$ cat config.mk
export PLATFORM = sky130hd
export DESIGN_NAME = wkpin_debounce_top
export DESIGN_NICKNAME = d
export VERILOG_FILES = /design/src/rtl/wkd_pkg.sv /design/src/rtl/wkd_sync.sv /design/src/rtl/wkd_period_decode.sv /design/src/rtl/wkd_pin_counter.sv /design/src/rtl/wkpin_debounce_top.sv
export SDC_FILE = /design/constraint.sdc
export NUM_CORES = 1
export LEC_CHECK = 0
export ABC_CLOCK_PERIOD_IN_PS = 2560
export BUFFER_PORTS_ARGS = -buffer_cell sky130_fd_sc_hd__buf_2
export CORE_MARGIN = 2
export CORE_UTILIZATION = 55
export CTS_CLUSTER_SIZE = 20
export DETAILED_ROUTE_END_ITERATION = 6
export PLACE_DENSITY = 0.77
export SETUP_SLACK_MARGIN = 0.02
export SLEW_MARGIN = 20
export SYNTH_ARGS = -nofsm -noshare
export SYNTH_HDL_FRONTEND = slang
export SYNTH_SLANG_ARGS = --single-unit
$ cat constraint.sdc
create_clock -name clk -period 2.56 [get_ports clk]
set_input_delay 0.384 -clock clk [delete_from_list [all_inputs] [get_ports clk]]
set_output_delay 0.384 -clock clk [all_outputs]
set_load 0.05 [all_outputs]
$ cat src/rtl/wkd_pkg.sv
// Package: shared sizes and helpers for the strobe-counted wake pin debouncer.
// Assumes the period code width stays small (a handful of bits).
package wkd_pkg;

    // Default number of wake pins handled by one instance.
    localparam int unsigned WKD_PINS     = 2;
    // Default width of the period code.
    localparam int unsigned WKD_PERIOD_W = 3;

    // Counter width able to hold the largest target, 2**pw.
    function automatic int unsigned wkd_cnt_width(input int unsigned pw);
        return $clog2((1 << pw) + 1);
    endfunction

endpackage

$ cat src/rtl/wkd_sync.sv
// Module: wkd_sync
// Two-flop resynchroniser for a vector of asynchronous pins.
// Assumes each bit is independent; no bus coherency is implied.
module wkd_sync #(
    parameter int unsigned WIDTH     = 2,
    parameter logic        RESET_VAL = 1'b0
) (
    input  logic             clk,
    input  logic             rst_n,
    input  logic [WIDTH-1:0] async_in,
    output logic [WIDTH-1:0] sync_out
);

    for (genvar b = 0; b < WIDTH; b++) begin : g_bit
        logic stage_a;
        logic stage_b;

        // Shift the raw pin through two flops to settle metastability.
        always_ff @(posedge clk) begin
            if (!rst_n) begin
                stage_a <= RESET_VAL;
                stage_b <= RESET_VAL;
            end else begin
                stage_a <= async_in[b];
                stage_b <= stage_a;
            end
        end

        assign sync_out[b] = stage_b;
    end

endmodule

$ cat src/rtl/wkd_period_decode.sv
// Module: wkd_period_decode
// Turns the period code into a filter-on flag and a strobe-count target.
// Assumes code 0 means off and code n means n+1 strobes.
module wkd_period_decode #(
    parameter int unsigned PERIOD_W = 3,
    parameter int unsigned CNT_W    = 4
) (
    input  logic [PERIOD_W-1:0] cfg_period,
    output logic                filt_on,
    output logic [CNT_W-1:0]    target
);

    localparam int unsigned PAD_W = CNT_W - PERIOD_W;

    // Decode the code into an on flag and a zero-extended target.
    always_comb begin
        filt_on = (cfg_period != '0);
        target  = {{PAD_W{1'b0}}, cfg_period} + CNT_W'(1);
    end

endmodule

$ cat src/rtl/wkd_pin_counter.sv
// Module: wkd_pin_counter
// Strobe counter and sticky status for one synchronised wake pin.
// Assumes the pin is already synchronised and the strobe lasts one cycle.
module wkd_pin_counter #(
    parameter int unsigned CNT_W      = 4,
    parameter logic        ACTIVE_LVL = 1'b1
) (
    input  logic             clk,
    input  logic             rst_n,
    input  logic             pin_sync,
    input  logic             pin_en,
    input  logic             filt_on,
    input  logic [CNT_W-1:0] target,
    input  logic             ref_tick,
    input  logic             clear_cmd,
    output logic             flag
);

    logic [CNT_W-1:0] count;
    logic [CNT_W:0]   count_inc;
    logic             live;
    logic             reach;

    // The pin is counted only while active, enabled and filtering is on.
    always_comb begin
        live      = (pin_sync == ACTIVE_LVL) && pin_en && filt_on;
        count_inc = {1'b0, count} + (CNT_W + 1)'(1);
        reach     = live && ref_tick && (count_inc >= {1'b0, target});
    end

    // Count strobes during an active run; restart when the run breaks.
    always_ff @(posedge clk) begin
        if (!rst_n || clear_cmd || !live) begin
            count <= '0;
        end else if (ref_tick && (count < target)) begin
            count <= count_inc[CNT_W-1:0];
        end
    end

    // Latch the wake flag when the target is met; clear has priority.
    always_ff @(posedge clk) begin
        if (!rst_n || clear_cmd) begin
            flag <= 1'b0;
        end else if (reach) begin
            flag <= 1'b1;
        end
    end

endmodule

$ cat src/rtl/wkpin_debounce_top.sv
// Module: wkpin_debounce_top
// Debounces wake pins by counting pulses of an external reference strobe.
// Assumes ref_tick is a one-cycle pulse on clk and the pins are asynchronous.
module wkpin_debounce_top #(
    parameter int unsigned NUM_PINS   = wkd_pkg::WKD_PINS,
    parameter int unsigned PERIOD_W   = wkd_pkg::WKD_PERIOD_W,
    parameter logic        ACTIVE_LVL = 1'b1
) (
    input  logic                clk,
    input  logic                rst_n,
    input  logic [PERIOD_W-1:0] cfg_period,
    input  logic [NUM_PINS-1:0] cfg_pin_en,
    input  logic                clear_cmd,
    input  logic                ref_tick,
    input  logic [NUM_PINS-1:0] wake_pin_in,
    output logic [NUM_PINS-1:0] pin_status,
    output logic                wake_out
);

    localparam int unsigned CNT_W = wkd_pkg::wkd_cnt_width(PERIOD_W);

    logic [NUM_PINS-1:0] pin_sync;
    logic                filt_on;
    logic [CNT_W-1:0]    target;

    wkd_sync #(
        .WIDTH     (NUM_PINS),
        .RESET_VAL (~ACTIVE_LVL)
    ) u_sync (
        .clk      (clk),
        .rst_n    (rst_n),
        .async_in (wake_pin_in),
        .sync_out (pin_sync)
    );

    wkd_period_decode #(
        .PERIOD_W (PERIOD_W),
        .CNT_W    (CNT_W)
    ) u_decode (
        .cfg_period (cfg_period),
        .filt_on    (filt_on),
        .target     (target)
    );

    for (genvar p = 0; p < NUM_PINS; p++) begin : g_pin
        wkd_pin_counter #(
            .CNT_W      (CNT_W),
            .ACTIVE_LVL (ACTIVE_LVL)
        ) u_cnt (
            .clk       (clk),
            .rst_n     (rst_n),
            .pin_sync  (pin_sync[p]),
            .pin_en    (cfg_pin_en[p]),
            .filt_on   (filt_on),
            .target    (target),
            .ref_tick  (ref_tick),
            .clear_cmd (clear_cmd),
            .flag      (pin_status[p])
        );
    end

    // Combined wake request: any latched pin flag.
    assign wake_out = |pin_status;

endmodule

* Word level (Yosys, flattened, before mapping)
Cells that the tools add are included.
** Storage, ports and cells
- Register bits after elaboration :: 14
- Bits in latches :: 0
- Bits in writable memories :: 0
- Bits in read-only memories :: 0
- Input bits :: 11
- Output and inout port bits :: 3
- Word-level logic and storage cells :: 33
- Memories kept :: 0
** Cells by class
- Add/subtract/negate cells :: 3
- Multiply operators :: 0
- Div/mod/pow operators :: 0
- $lt $le $gt $ge :: 4
- Equality and inequality tests :: 0
- Shift-type cells :: 0
- Multiplexer cells :: 0
- Bitwise operators :: 0
- Reductions and logical operators :: 18
** Operator list (count)
- $add 4x1->5 const B :: 2
- $ge 5x4->1 :: 2
- $logic_and 1x1->1 :: 10
- $lt 4x4->1 :: 2
- $add 3x1->4 const B :: 1
- $logic_not 1->1 :: 3
- $logic_or 1x1->1 :: 3
- $reduce_bool 3->1 :: 1
- $reduce_or 2->1 :: 1

* Longest topological paths before layout
- Depth in word-level cells :: 4
- Gate-level depth with buffers :: 9
- Depth with buffers taken out :: 9

* Modules after synthesis
A second synthesis with hierarchy kept.
** Unflattened totals
- Cells, all modules :: 114
- Area total of the unflattened synthesis :: 1024.7 µm²
** By module, submodules not included
- wkd_pin_counter at g_pin[0].u_cnt :: instances 1, cells an instance 49, area each 422.9 µm², sequential area each 100.1 µm²
- wkd_pin_counter at g_pin[1].u_cnt :: instances 1, cells an instance 47, area each 421.7 µm², sequential area each 100.1 µm²
- wkd_sync :: instances 1, cells an instance 10, area each 120.1 µm², sequential area each 80.1 µm²
- wkd_period_decode :: instances 1, cells an instance 7, area each 53.8 µm², sequential area each 0.0 µm²
- wkpin_debounce_top :: instances 1, cells an instance 1, area each 6.3 µm², sequential area each 0.0 µm²

* Least setup slack after synthesis
No wires, ideal clock.
- Path type :: input port to flip-flop
- From :: in cfg_period[0]
- To :: reg g_pin[1].u_cnt.count[3]
- Library setup time :: 0.070 ns
- Arrival time :: 2.007 ns
- Required time :: 2.490 ns
- Path slack :: 0.482 ns
- Stages :: 9
- Buffers on the path :: 0
- Cell sequence :: inv_1 > ha_1 > inv_1 > ha_1 > nor2b_1 > o311ai_2 > nand3_2 > or3_1 > a21oi_1
** Between the ends
- Longest elaborated chain between the ends :: 4
- Elaborated cells between the ends (all ways) :: 7
- Those cells by class :: add/sub: 1; order compare: 1; reduce/logical: 5
** Ends and longest elaborated chain
- start: declaration :: line wkpin_debounce_top.sv:11 : input logic [PERIOD_W-1:0] cfg_period,
- parallel branches: the longest is 4 deep, another holds $add 3x1->4
- end signal: assignment :: line wkd_pin_counter.sv:36 : count <= count_inc[CNT_W-1:0];
- end: declaration :: line wkd_pin_counter.sv:19 : logic [CNT_W-1:0] count;
Several ways; the timed one is not identified.
A chain may end at the register's enable or synchronous reset.

* Worst setup path in the final report
- From :: in cfg_period[0]
- To :: reg g_pin[0].u_cnt.count[1]
** Between the ends
- Longest elaborated chain between the ends :: 4
- Elaborated cells between the ends (all ways) :: 7
- Those cells by class :: add/sub: 1; order compare: 1; reduce/logical: 5
** Ends and longest elaborated chain (line)
- parallel branches: the longest is 4 deep, another holds $add 3x1->4
- end signal: assignment :: wkd_pin_counter.sv:36
- end: declaration :: wkd_pin_counter.sv:19
Several ways; the timed one is not identified.

==> results.env <==
OUTCOME='finished, final reports clean'
ASYNC_RESET_FF_FRAC=0
MAX_FCLK_GHz=0.4753
CRIT_REQUIRED_NS=2.75
P_TOTAL_uW=457.0
CELLINTERNALPOWER_uW=338.6
STDCELL_COUNT=138
MAXIMUM_RESISTIVE_DROP_ON_VDD_mV=0.2964
STD_CELL_ROWS=15
FINAL.MIN_CLOCK_PERIOD_NS=2.104
YS_DOMINANT_REG_CELL='sky130_fd_sc_hd__dfxtp_1'
HTREE_LEVELS=1
BUFFER_LEVELS_ON_THE_LONGEST_CLOCK_PATH=2
CLK_ROOT_BUFFER_CELL='sky130_fd_sc_hd__clkbuf_4'
DRT-PASS1-ITER-COUNT=4
NUMBER_OF_DISTINCT_STANDARD_CELLS_REFERENCED_BY_THE_SYNTHESIZED_NETLIST=30
PLACE.DETAILED.INSTANCES=134
SYNTHESIS.INSTANCES=106
WL_PER_CELL_UM=13.53
PLACE.PORT_BUFFERS=13
ANTENNA_FOUND_INITIAL=0
WORSTSETUPPATHTYPE='in2reg'
SYNTH_ENABLE_FLOP_CELLS=0
NUMBER_OF_SYNTHESIZED_REGISTER_BITS=14
FLOW.AREA_GROWTH_FROM_SYNTHESIS_PCT=11.04
DRCVIOLATIONCOUNT=0
PLACE.GP.CONGESTION=0.8132
DPL.HPWL_UM=1492
WORST_RELATIVE_SLEW_SLACK=0.7045
SETUP_TNS_FINAL_NS=0
RSZ0062_AT_GRT='false'
POSTCTSHOLDBUFS=0
YOSYSWARNINGCOUNT=0
FINAL_NET_COUNT=149
SYNTH_COMMONEST_CELLS='16 x sky130_fd_sc_hd__ha_1, 14 x sky130_fd_sc_hd__dfxtp_1, 7 x sky130_fd_sc_hd__a21oi_1, 7 x sky130_fd_sc_hd__nand3_1, 6 x sky130_fd_sc_hd__inv_1'
STARTPOINT_TYPE='input pin'
DETAIL_ROUTE.WIRELENGTH_UM=1867
CLOCK_POWER_SHARE=0.366
BOUNDARYPINS=14
GRT.TOTAL_USAGE=0.1994
POWER_SWITCHING_uW=118.4
POSTCTSRESIZEDCELLS=0
ENDPOINT_KIND='flop'
WORST_CASE_SETUP_SLACK_AFTER_PLACEMENT_NS=0.1719
SLEW_VIOLATIONS=0
SETUP_VIOLATIONS=0
DIE_W_UM=46.10
POST_CTS.REPAIR.SETUP_BUFFERS=0
DRT_ITER0_MARKERS=10
MAXIMUM_NUMBER_OF_PINS_ON_ONE_NET_BEFORE_GLOBAL_ROUTE_REPAIR=10
VIAS_PER_CELL=5.775
POWER.SHARE.SWITCHING=0.2591
GRT_PASS1_WL_UM=2898
DETAIL-ROUTE-ANTENNA-NETS=0
ANTENNA_CELLS=0
CTS_SINKS=14
MAX-CAP-VIOLATIONS=0
TRITONCTS_CLOCK_TREE='yes'
MAX_SLEW.WORST_PIN.SLEW_NS=0.4410
VIA_COUNT_OF_THE_FIRST_GLOBAL_ROUTING_PASS=710
PWR_DENSITY_CELL_nW_PER_UM2=422.3
CLK_PIN_SLEW_NS=0.09
SYNTH_LARGEST_TYPE_AREA_FRACTION=0.2875
DRIVE_GT1_FRAC=0.1901
POST_SYNTHESIS_NET_COUNT=133
TIMING.FINAL.CRIT_SHARE=0.8219
SYNTHDOMINANTAREACELLTYPE='sky130_fd_sc_hd__dfxtp_1'
FINCLKSKEW_NS=0.001997
TOTAL_VIA_COUNT_AFTER_DETAILED_ROUTING=797
NUMBER_OF_HOLD_SLACK_VIOLATIONS_IN_THE_FINAL_TIMING_REPORT=0
DESIGN.CORE.AREA_UM2=1689
NUMCTSBUFFERS=3
INSERTION_DELAY_NS=0.29
POSTSYNTHAREAPERCELL_UM2=9.195
POWER.LEAKAGE_uW=0.0004915
SYNTH.CELL_AREA_UM2=974.7
INITIAL_CORE_UTIL=0.5770
COMB_POWER_SHARE=0.148
GLOBAL_ROUTE.OVERFLOW_TOTAL=0
POST-SYNTH-TOP-COUNT-CELL='sky130_fd_sc_hd__ha_1'
SYNTH_AREA_LEADERS='sky130_fd_sc_hd__dfxtp_1 29%, sky130_fd_sc_hd__ha_1 21%, sky130_fd_sc_hd__a21oi_1 3.6%'
PWR-SHARE-SEQ=0.486
WORST-PATH-MAX-FANOUT=5
CRIT_ARRIVAL_NS=2.29
HOLDCRITPATHCLASS='in2reg'
DIE_FOOTPRINT_UM2=2125
DIE_H_UM=46.10
FINAL_CRITICAL_PATH_SETUP_SLACK_NS=0.4560
YOSYSSEQAREASHARE=0.2875
## placed cells by master, fill, tap and decap left out
master	n
sky130_fd_sc_hd__or3_2	2
sky130_fd_sc_hd__nor2_1	4
sky130_fd_sc_hd__nand2b_1	1
sky130_fd_sc_hd__or2_2	1
sky130_fd_sc_hd__and2_1	4
sky130_fd_sc_hd__a31oi_1	5
sky130_fd_sc_hd__buf_2	13
sky130_fd_sc_hd__a21oi_1	7
sky130_fd_sc_hd__a311o_1	2
sky130_fd_sc_hd__xnor2_2	1
sky130_fd_sc_hd__a21boi_0	1
sky130_fd_sc_hd__xor2_1	2
sky130_fd_sc_hd__o211ai_1	2
sky130_fd_sc_hd__mux2i_1	2
sky130_fd_sc_hd__dfxtp_1	14
sky130_fd_sc_hd__and2b_1	1
sky130_fd_sc_hd__nor3_1	4
sky130_fd_sc_hd__a21o_1	2
sky130_fd_sc_hd__nand3_1	7
sky130_fd_sc_hd__nor2b_1	4
sky130_fd_sc_hd__or3_1	2
sky130_fd_sc_hd__o21ai_0	3
sky130_fd_sc_hd__xnor2_1	4
sky130_fd_sc_hd__nand3_2	1
sky130_fd_sc_hd__clkbuf_8	1
sky130_fd_sc_hd__clkbuf_4	3
sky130_fd_sc_hd__o31ai_1	1
sky130_fd_sc_hd__ha_1	16
sky130_fd_sc_hd__maj3_1	2
sky130_fd_sc_hd__inv_1	6
sky130_fd_sc_hd__nand2_1	2
sky130_fd_sc_hd__o311ai_2	1
## sequential cells by signal, indices dropped and copies added, names as in the netlist
name and flops:
g_pin.u_cnt.count 8, g_pin.u_cnt.flag 2, u_sync.g_bit.stage_b 2, u_sync.g_bit.stage_a 2
## final timing paths
check	from	slack, ns	endpoint	depth (start not counted)
max	cfg_period[0]	0.46	g_pin[0].u_cnt.count[1]$_SDFFE_PP0P_	10
min	wake_pin_in[1]	0.29	u_sync.g_bit[1].stage_a$_SDFF_PN0_	2
max reg2reg	g_pin[0].u_cnt.count[0]$_SDFFE_PP0P_	0.75	g_pin[0].u_cnt.count[1]$_SDFFE_PP0P_	7
min reg2reg	u_sync.g_bit[0].stage_a$_SDFF_PN0_	0.44	u_sync.g_bit[0].stage_b$_SDFF_PN0_	1
## metrics by stage
| stage | utilization | hold slack [ns] | area (um2) |
|---|---|---|---|
| final | 0.6407 | 0.2906 | 1082 |
| after global routing | 0.6407 | 0.2862 | 1082 |
| after CTS | 0.6407 | 0.2833 | 1082 |
| after detailed placement | 0.6193 | 0.4188 | 1046 |
| after global placement | 0.6193 | 0.4155 | 1046 |
| after floorplan | - | 0.4118 | 974.7 |
## layout make-up
class | instances | area, um2
Clock buffer | 4 | 36.28
Sequential cell | 14 | 280.3
Inverter | 6 | 22.52
Timing Repair Buffer | 13 | 65.06
Tap cell | 17 | 21.27
Fill cell | 142 | 606.8
Multi-Input combinational cell | 84 | 656.9
## cells by family (layout without fill, tap and decap cells)
logic type,Yosys count,count (layout),synth area share
AND/OR/NAND/NOR,33,33,0.1900
AO/OA/AOI/OAI,24,24,0.1669
adder cells (fa/ha/maj),18,18,0.2259
flip-flops,14,14,0.2875
buffers and inverters,8,23,0.03850
XOR/XNOR,7,7,0.07061
multiplexers,2,2,0.02054
## routing by layer
| layer | part of all wire | GRT usage |
|---|---|---|
| met1 | 0.49 | 0.2387 |
| met2 | 0.44 | 0.3111 |
| met3 | 0.038 | 0.04706 |
| met4 | 0.028 | 0.1371 |
| met5 | 0 | 0 |
## worst max-delay path, cell delays in order
cell                      delay (ns)
sky130_fd_sc_hd__buf_2          0.10
sky130_fd_sc_hd__inv_1          0.10
sky130_fd_sc_hd__ha_1           0.29
sky130_fd_sc_hd__inv_1          0.08
sky130_fd_sc_hd__ha_1           0.28
sky130_fd_sc_hd__nor2b_1        0.23
sky130_fd_sc_hd__o21ai_0        0.11
sky130_fd_sc_hd__a31oi_1        0.42
sky130_fd_sc_hd__mux2i_1        0.23
sky130_fd_sc_hd__nor2_1         0.05
## power groups by stage
stage          Combinational, uW  Sequential [uW]  Clock (uW)
2_1_floorplan               47.3              227           0
3_3_place_gp                64.8              227           0
3_5_place_dp                67.2              227           0
4_1_cts                     67.5              222         174
5_1_grt                     74.5              222         183
6_report                    67.8              222         167
(Power assumes the default switching activity.)
